==> src/rtl/ret_stack_pkg.sv <==
package ret_stack_pkg;
  typedef enum logic [1:0] {
    OP_IDLE = 2'b00,
    OP_POP  = 2'b01,
    OP_PUSH = 2'b10,
    OP_SWAP = 2'b11
  } op_e;

  function automatic op_e op_decode(input logic push, input logic pop);
    return op_e'({push, pop});
  endfunction
endpackage

==> src/rtl/ret_stack_ctrl.sv <==
module ret_stack_ctrl
  import ret_stack_pkg::*;
#(
  parameter int DEPTH = 8,
  localparam int PW = (DEPTH > 1) ? $clog2(DEPTH) : 1,
  localparam int CW = $clog2(DEPTH + 1)
) (
  input  logic          clk_i,
  input  logic          rst_ni,
  input  op_e           op_i,
  output logic          wr_en_o,
  output logic [PW-1:0] wr_idx_o,
  output logic [PW-1:0] rd_idx_o,
  output logic          empty_o,
  output logic          full_o,
  output logic          ovf_o,
  output logic          unf_o
);
  logic [PW-1:0] wp_q, wp_d, wp_inc, wp_dec;
  logic [CW-1:0] cnt_q, cnt_d;
  logic          ovf_d, unf_d;
  logic          is_empty, is_full;

  assign is_empty = (cnt_q == '0);
  assign is_full  = (cnt_q == CW'(DEPTH));
  assign wp_inc   = (wp_q == PW'(DEPTH - 1)) ? '0 : wp_q + 1'b1;
  assign wp_dec   = (wp_q == '0) ? PW'(DEPTH - 1) : wp_q - 1'b1;
  assign rd_idx_o = wp_dec;

  always_comb begin
    wp_d     = wp_q;
    cnt_d    = cnt_q;
    ovf_d    = ovf_o;
    unf_d    = unf_o;
    wr_en_o  = 1'b0;
    wr_idx_o = wp_q;
    unique case (op_i)
      OP_PUSH: begin
        wr_en_o = 1'b1;
        wp_d    = wp_inc;
        if (is_full) ovf_d = 1'b1;  // oldest entry is lost
        else         cnt_d = cnt_q + 1'b1;
      end
      OP_POP: begin
        wp_d = wp_dec;              // steps even when empty: defined readout
        if (is_empty) unf_d = 1'b1;
        else          cnt_d = cnt_q - 1'b1;
      end
      OP_SWAP: begin
        wr_en_o  = 1'b1;
        wr_idx_o = wp_dec;
        if (is_empty) cnt_d = CW'(1);
      end
      default: ;
    endcase
  end

  always_ff @(posedge clk_i or negedge rst_ni) begin
    if (!rst_ni) begin
      wp_q  <= '0;
      cnt_q <= '0;
      ovf_o <= 1'b0;
      unf_o <= 1'b0;
    end else begin
      wp_q  <= wp_d;
      cnt_q <= cnt_d;
      ovf_o <= ovf_d;
      unf_o <= unf_d;
    end
  end

  assign empty_o = is_empty;
  assign full_o  = is_full;
endmodule

==> src/rtl/ret_stack_regfile.sv <==
module ret_stack_regfile #(
  parameter int DEPTH = 8,
  parameter int AW    = 16,
  localparam int PW = (DEPTH > 1) ? $clog2(DEPTH) : 1
) (
  input  logic          clk_i,
  input  logic          rst_ni,
  input  logic          wr_en_i,
  input  logic [PW-1:0] wr_idx_i,
  input  logic [AW-1:0] wr_data_i,
  input  logic [PW-1:0] rd_idx_i,
  output logic [AW-1:0] rd_data_o
);
  logic [AW-1:0] ent_q [DEPTH];

  for (genvar g = 0; g < DEPTH; g++) begin : g_ent
    always_ff @(posedge clk_i or negedge rst_ni) begin
      if (!rst_ni)                                ent_q[g] <= '0;
      else if (wr_en_i && wr_idx_i == PW'(g))     ent_q[g] <= wr_data_i;
    end
  end

  assign rd_data_o = ent_q[rd_idx_i];
endmodule

==> src/rtl/ret_stack.sv <==
module ret_stack
  import ret_stack_pkg::*;
#(
  parameter int DEPTH = 8,
  parameter int AW    = 16
) (
  input  logic          clk_i,
  input  logic          rst_ni,
  input  logic          push_i,
  input  logic          pop_i,
  input  logic [AW-1:0] addr_i,
  output logic [AW-1:0] top_o,
  output logic          empty_o,
  output logic          full_o,
  output logic          ovf_o,
  output logic          unf_o
);
  localparam int PW = (DEPTH > 1) ? $clog2(DEPTH) : 1;

  op_e           op;
  logic          wr_en;
  logic [PW-1:0] wr_idx, rd_idx;

  assign op = op_decode(push_i, pop_i);

  ret_stack_ctrl #(.DEPTH(DEPTH)) u_ctrl (
    .clk_i    (clk_i),
    .rst_ni   (rst_ni),
    .op_i     (op),
    .wr_en_o  (wr_en),
    .wr_idx_o (wr_idx),
    .rd_idx_o (rd_idx),
    .empty_o  (empty_o),
    .full_o   (full_o),
    .ovf_o    (ovf_o),
    .unf_o    (unf_o)
  );

  ret_stack_regfile #(.DEPTH(DEPTH), .AW(AW)) u_rf (
    .clk_i     (clk_i),
    .rst_ni    (rst_ni),
    .wr_en_i   (wr_en),
    .wr_idx_i  (wr_idx),
    .wr_data_i (addr_i),
    .rd_idx_i  (rd_idx),
    .rd_data_o (top_o)
  );
endmodule

==> config.mk <==
export PLATFORM = sky130hd
export DESIGN_NAME = ret_stack
export DESIGN_NICKNAME = d
export VERILOG_FILES = /design/src/rtl/ret_stack_pkg.sv /design/src/rtl/ret_stack_ctrl.sv /design/src/rtl/ret_stack_regfile.sv /design/src/rtl/ret_stack.sv
export SDC_FILE = /design/constraint.sdc
export NUM_CORES = 1
export LEC_CHECK = 0
export CORE_ASPECT_RATIO = 0.8
export CORE_MARGIN = 1.5
export CORE_UTILIZATION = 25
export DETAILED_ROUTE_END_ITERATION = 12
export PLACE_DENSITY = 0.47
export SYNTH_ARGS = -nofsm -noshare
export SYNTH_HDL_FRONTEND = slang
export SYNTH_SLANG_ARGS = --single-unit
==> constraint.sdc <==
create_clock -name clk_i -period 4.01 [get_ports clk_i]
set_input_delay 0.6015 -clock clk_i [delete_from_list [all_inputs] [get_ports clk_i]]
set_output_delay 0.6015 -clock clk_i [all_outputs]
set_load 0.01 [all_outputs]
Word-level counts from Yosys, hierarchy flattened

Cells that the tools add are included.

Flip-flop bits (word level): 137
Input port bits: 20
Output and inout bits: 20

$add $sub $neg: 4
$lt $le $gt $ge: 1
Eq/ne operators: 15
Muxes and demuxes: 12
Bitwise gates (word level): 1
Reduce and logical (&&, ||, !) cells: 17

Operator list:

| cell                                                                  | count |
|---|---|
| 16-bit binary-select mux with 3-bit select                            | 1 |
| 16-bit 2-to-1 mux                                                     | 2 |
| 3-bit equality test, second input constant                            | 5 |
| 4-bit 2-to-1 mux                                                      | 3 |
| 4-bit case mux with 3 select lines                                    | 1 |
| 3-bit 2-to-1 mux                                                      | 3 |
| 1-bit logical AND                                                     | 8 |
| 3-bit by 2-bit equality test with 1-bit output, second input constant | 2 |
| 3-bit zero test                                                       | 2 |
| 2-bit != test, second input constant                                  | 3 |
| 3-bit case mux with 2 select lines                                    | 1 |
| 4-bit by 1-bit adder with 4-bit output, second input constant         | 1 |
| 2-bit equality test, second input constant                            | 2 |
| 4-bit equality test, second input constant                            | 1 |
| 4-bit >= comparator, second input constant                            | 1 |
| 4-bit zero test                                                       | 1 |
| 3-bit inverter with 4-bit output                                      | 1 |
| 2-bit AND reduction                                                   | 2 |
| 4-bit AND reduction                                                   | 1 |
| 4-bit by 1-bit subtractor with 4-bit output, second input constant    | 1 |
| 3-bit by 1-bit adder with 3-bit output, second input constant         | 1 |
| 3-bit by 1-bit equality test with 1-bit output, second input constant | 1 |
| 3-bit nonzero test                                                    | 1 |
| 3-bit by 1-bit subtractor with 3-bit output, second input constant    | 1 |
| 4 further kinds                                                       | 4 |

Logic depth before layout (Yosys ltp)

Word-level depth: 6
Mapped depth: 9
Depth with buffers taken out: 8

By module

From an unflattened synthesis, not the netlist that was laid out.

Cell total of the unflattened synthesis: 412
Area total of the unflattened synthesis: 6,652.6 µm²

Modules (own cells, without submodules):

| module            | times used | cells an instance | area an instance (µm²) | seq. area each (µm²) |
|---|---|---|---|---|
| ret_stack_regfile | 1          | 336               | 5,933.2                | 3,203.1 |
| ret_stack_ctrl    | 1          | 76                | 719.4                  | 225.2 |

Least setup slack after synthesis

Ideal clock, no wire load.

Path kind: register -> output
From: register u_ctrl.wp_q[0]
To: output top_o[0]
Data arrival time: 1,918 ps
Required time: 3,408 ps
Setup slack: 1,490 ps
Stages on the path, launching flop included: 7
Path buffers: 2
Cell sequence: dfrtp_1 inv_1 ha_1 buf_2 buf_1 mux4_2 mux2_2

Word-level cells in the longest chain between the ends: 6

RTL lines:

| item                                                                           | line                    | source |
|---|---|---|
| start, declared                                                                | ret_stack_ctrl.sv:19    | `logic [PW-1:0] wp_q, wp_d, wp_inc, wp_dec;` |
| start signal, assigned                                                         | ret_stack_ctrl.sv:65    | `wp_q <= wp_d;` |
| 3-bit by 1-bit subtractor with 3-bit output or 3-bit zero test (tied branches) | ret_stack_ctrl.sv:27    | `assign wp_dec = (wp_q == '0) ? PW'(DEPTH - 1) : wp_q - 1'b1;` |
| 3-bit 2-to-1 mux *                                                             | ret_stack_ctrl.sv:27    |  |
| 3-bit inverter with 4-bit output (not written as such) *                       | ret_stack_regfile.sv:23 | `assign rd_data_o = ent_q[rd_idx_i];` |
| 16-bit binary-select mux with 3-bit select *                                   | ret_stack_regfile.sv:23 |  |
| 16-bit 2-to-1 mux (not written as such) * (2 in series)                        | ret_stack_regfile.sv:23 |  |
| end, declared                                                                  | ret_stack.sv:12         | `output logic [AW-1:0] top_o,` |

Mark *: on every way between the ends. The rest lies on a longest branch, timed or not. The select of a mux whose other input is x is not followed.

Worst setup path after layout

From: register u_ctrl.wp_q[1]
To: output top_o[14]

Same word-level chain as after synthesis.

==> impl_metrics.toml <==
[sta]
timing.fmax_mhz = 275.5
slew_violations = 0
finalSetupViolCount = 0
clock_skew_ns = 0.004931
finalCritPeriodShare = 0.9051
worst_pin_slew_ns = 1.137
finalSetupTns_ns = 0
setup_ws_ns = 0.3804
relSlewSlack = 0.2419
rsz0062_at_grt = "no"
hold_viol = 0
timing.final.crit_period_ns = 3.630

[flow_run]
drv_cap = 0

[worst_setup_path]
worstReg2RegStart = "u_ctrl.wp_q[1]"
worst_setup_path_start_kind = "flip-flop"
worst_r2r_path_depth = 7
crit_slowest_cell = "buf_4"
crit_arrival_ns = 3.03
cpPeakStageDelay_ns = 0.52
r2r_slack_ns = 0.95
end_kind = "output port"
critPathRequiredTime_ns = 3.41
crit_chain = "inv_1 > ha_1 > buf_4 > mux4_2 > mux2_2 > clkdlybuf4s50_1"
worstSetupPathType = "reg -> out"
cp_max_fo = 37
rr_endpoint = "u_rf.ent_q[78]"

[clocking]
holdBufCountCts = 0
cts_tree = "done"
cts_resized = 0
path_clk_slew_ns = 0.06
cts.sinks = 137
htree_levels = 4
cts_buffers = 17
cts_root_buffer = "clkbuf_16"
clock_latency_ns = 0.41
cts_setup_buffers = 0
cts_buffer_depth = 2

[floorplanning]
fp.dieH_um = 147.2
die_w_um = 183.3
die_area_mm2 = 0.02699
rows = 52
core_mm2 = 0.02544
io_pins = 40
initial_utilization = 0.2556

[routing]
vias = 3730
drt-total-wl_mm = 14.76
postRouteAntennaNets = 0
firstDrtPassIters = 4
drt_first_iter_violations = 197
drcViolationCount = 0
post_drt_wl_per_cell_um = 17.87
viasPerCell = 4.516

[status]
status = "finished clean"

[pwr]
swShare = 0.3066
comb_power_share = 0.452
leakage_nw = 3.264
power.density_mw_per_mm2 = 952.9
clockPowerShare = 0.225
p_switching_w = 0.002317
p_seq_frac = 0.323
p_total_w = 0.007557
cellInternalPower_w = 0.005240
peakVddDrop_v = 0.0003634

[synthesis]
ys_warn_count = 0
ys_ff_latch = 137
synth_nets = 445
syn_inst = 415
synth_area_mm2 = 0.006501
syn_area_per_cell_um2 = 15.67
yosysSeqAreaShare = 0.5273
synthDistinctLibCells = 40

[layout]
mostFrequentLayoutCells = "mux2_2, dfrtp_1, clkdlybuf4s50_1"
postLayoutCoreUtil = 0.3117
syn_to_final_growth_pct = 21.98
nets = 492
layout.cells.most_common = "mux2_2"
instances_no_fill = 826
n_antenna_cell = 0
drive_above_1_share = 0.4863

[placement]
gp_congestion = 0.7376
dp_hpwl_mm = 9.305
portBuffers = 39
place_inst = 794
pre_cts_ws_ns = 0.4484

[grt]
grtUsageTotal = 0.1181
grt_pass1_wl_mm = 23.61
grt_pass1_vias = 4042
antenna_found_initial = 0
grt_max_degree = 82
overflow = 0

[min_path]
worstHoldPathType = "in -> async"
-- Yosys cell counts (all sizes together) --
| master | count | share of area |
|---|---|---|
| mux2 | 145 | 0.25 |
| dfrtp | 137 | 0.53 |
| mux4 | 32 | 0.11 |
| buf | 20 | 0.023 |
| ha | 10 | 0.019 |
| o21ai | 8 | 0.0073 |
| a21oi | 7 | 0.0054 |
| nand2 | 7 | 0.0044 |
| nor2b | 6 | 0.0058 |
| nor3 | 5 | 0.0038 |
| inv | 4 | 0.0023 |
| xor2 | 4 | 0.0054 |
| clkbuf | 3 | 0.0017 |
| nand3 | 3 | 0.0031 |
| nor2 | 3 | 0.0017 |
| a21o | 2 | 0.0023 |
| mux2i | 2 | 0.0031 |
| nand2b | 2 | 0.0019 |
| nor4 | 2 | 0.0019 |
| a2111oi | 1 | 0.0013 |
| a211o | 1 | 0.0013 |
| a41oi | 1 | 0.0013 |
| and2 | 1 | 0.00096 |
| and2b | 1 | 0.0012 |
| o21a | 1 | 0.0012 |
| o221a | 1 | 0.0017 |
| o32ai | 1 | 0.0025 |
| o41ai | 1 | 0.0013 |
| or2 | 1 | 0.00096 |
| or3b | 1 | 0.0013 |
| or4b | 1 | 0.0015 |
| xnor2 | 1 | 0.0013 |
-- worst max path at each step --
stage | startpoint | endpoint | slack, ns | depth (start not counted)
floorplan | u_ctrl.wp_q[0] | top_o[0] | 1.49 | 6
global placement | pop_i | u_rf.ent_q[123] | 0.56 | 7
detailed placement | pop_i | u_rf.ent_q[120] | 0.45 | 7
CTS | u_ctrl.wp_q[1] | top_o[12] | 0.28 | 7
global route | u_ctrl.wp_q[1] | top_o[12] | 0.16 | 7
finish | u_ctrl.wp_q[1] | top_o[14] | 0.38 | 6
-- cells by family after synthesis --
group | share of synthesized area
flip-flops | 0.5273
multiplexers | 0.3651
adder cells (fa/ha/maj) | 0.01925
XOR/XNOR | 0.006736
AO/OA/AOI/OAI | 0.02579
AND/OR/NAND/NOR | 0.02868
buffers and inverters | 0.02713
-- area by class of cell --
class	count	area (um2)
fill	2520	17510
sequential	137	3430
multi-input combinational	251	2900
timing repair buffer	51	503.0
clock buffer	19	442.9
tap	351	439.2
clock inverter	13	200.2
inverter	4	15.01
-- state kept, by name (all words and copies together), names as in the netlist --
signal,cells
u_rf.ent_q,128
u_ctrl.cnt_q,4
u_ctrl.wp_q,3
u_ctrl.ovf_o,1
u_ctrl.unf_o,1
-- power groups by stage --
stage | clock [W] | sequential, W | combinational [W]
6_report | 0.00170 | 0.00244 | 0.00342
5_1_grt | 0.00183 | 0.00253 | 0.00368
4_1_cts | 0.00175 | 0.00244 | 0.00350
3_5_place_dp | 0 | 0.00246 | 0.00348
3_3_place_gp | 0 | 0.00241 | 0.00343
2_1_floorplan | 0 | 0.00233 | 0.00234
-- metrics by stage --
stage / cell area [um2] / hold WS, ns
floorplan: 6501 / 0.3059
global placement: 7287 / 0.4498
detailed placement: 7287 / 0.4557
CTS: 7930 / 0.2814
global route: 7930 / 0.3048
finish: 7930 / 0.2623
-- routing by layer --
layer	routed length, um	up-vias	GRT usage	part of all wire
met3	557	10	0.03842	0.038
met5	0	-	0	0
met1	6846	2003	0.1540	0.46
met2	7233	58	0.1909	0.49
met4	120	0	0.02664	0.0081
li1	-	1659	-	-
-- worst max-delay path, delay by kind of cell (launching register included) --
kind | cells | cell delay [ns]
flops | 1 | 0.44
mux | 2 | 0.72
fa+ha+maj | 1 | 0.29
buf+inv | 3 | 1.14
(Power assumes the default switching activity.)
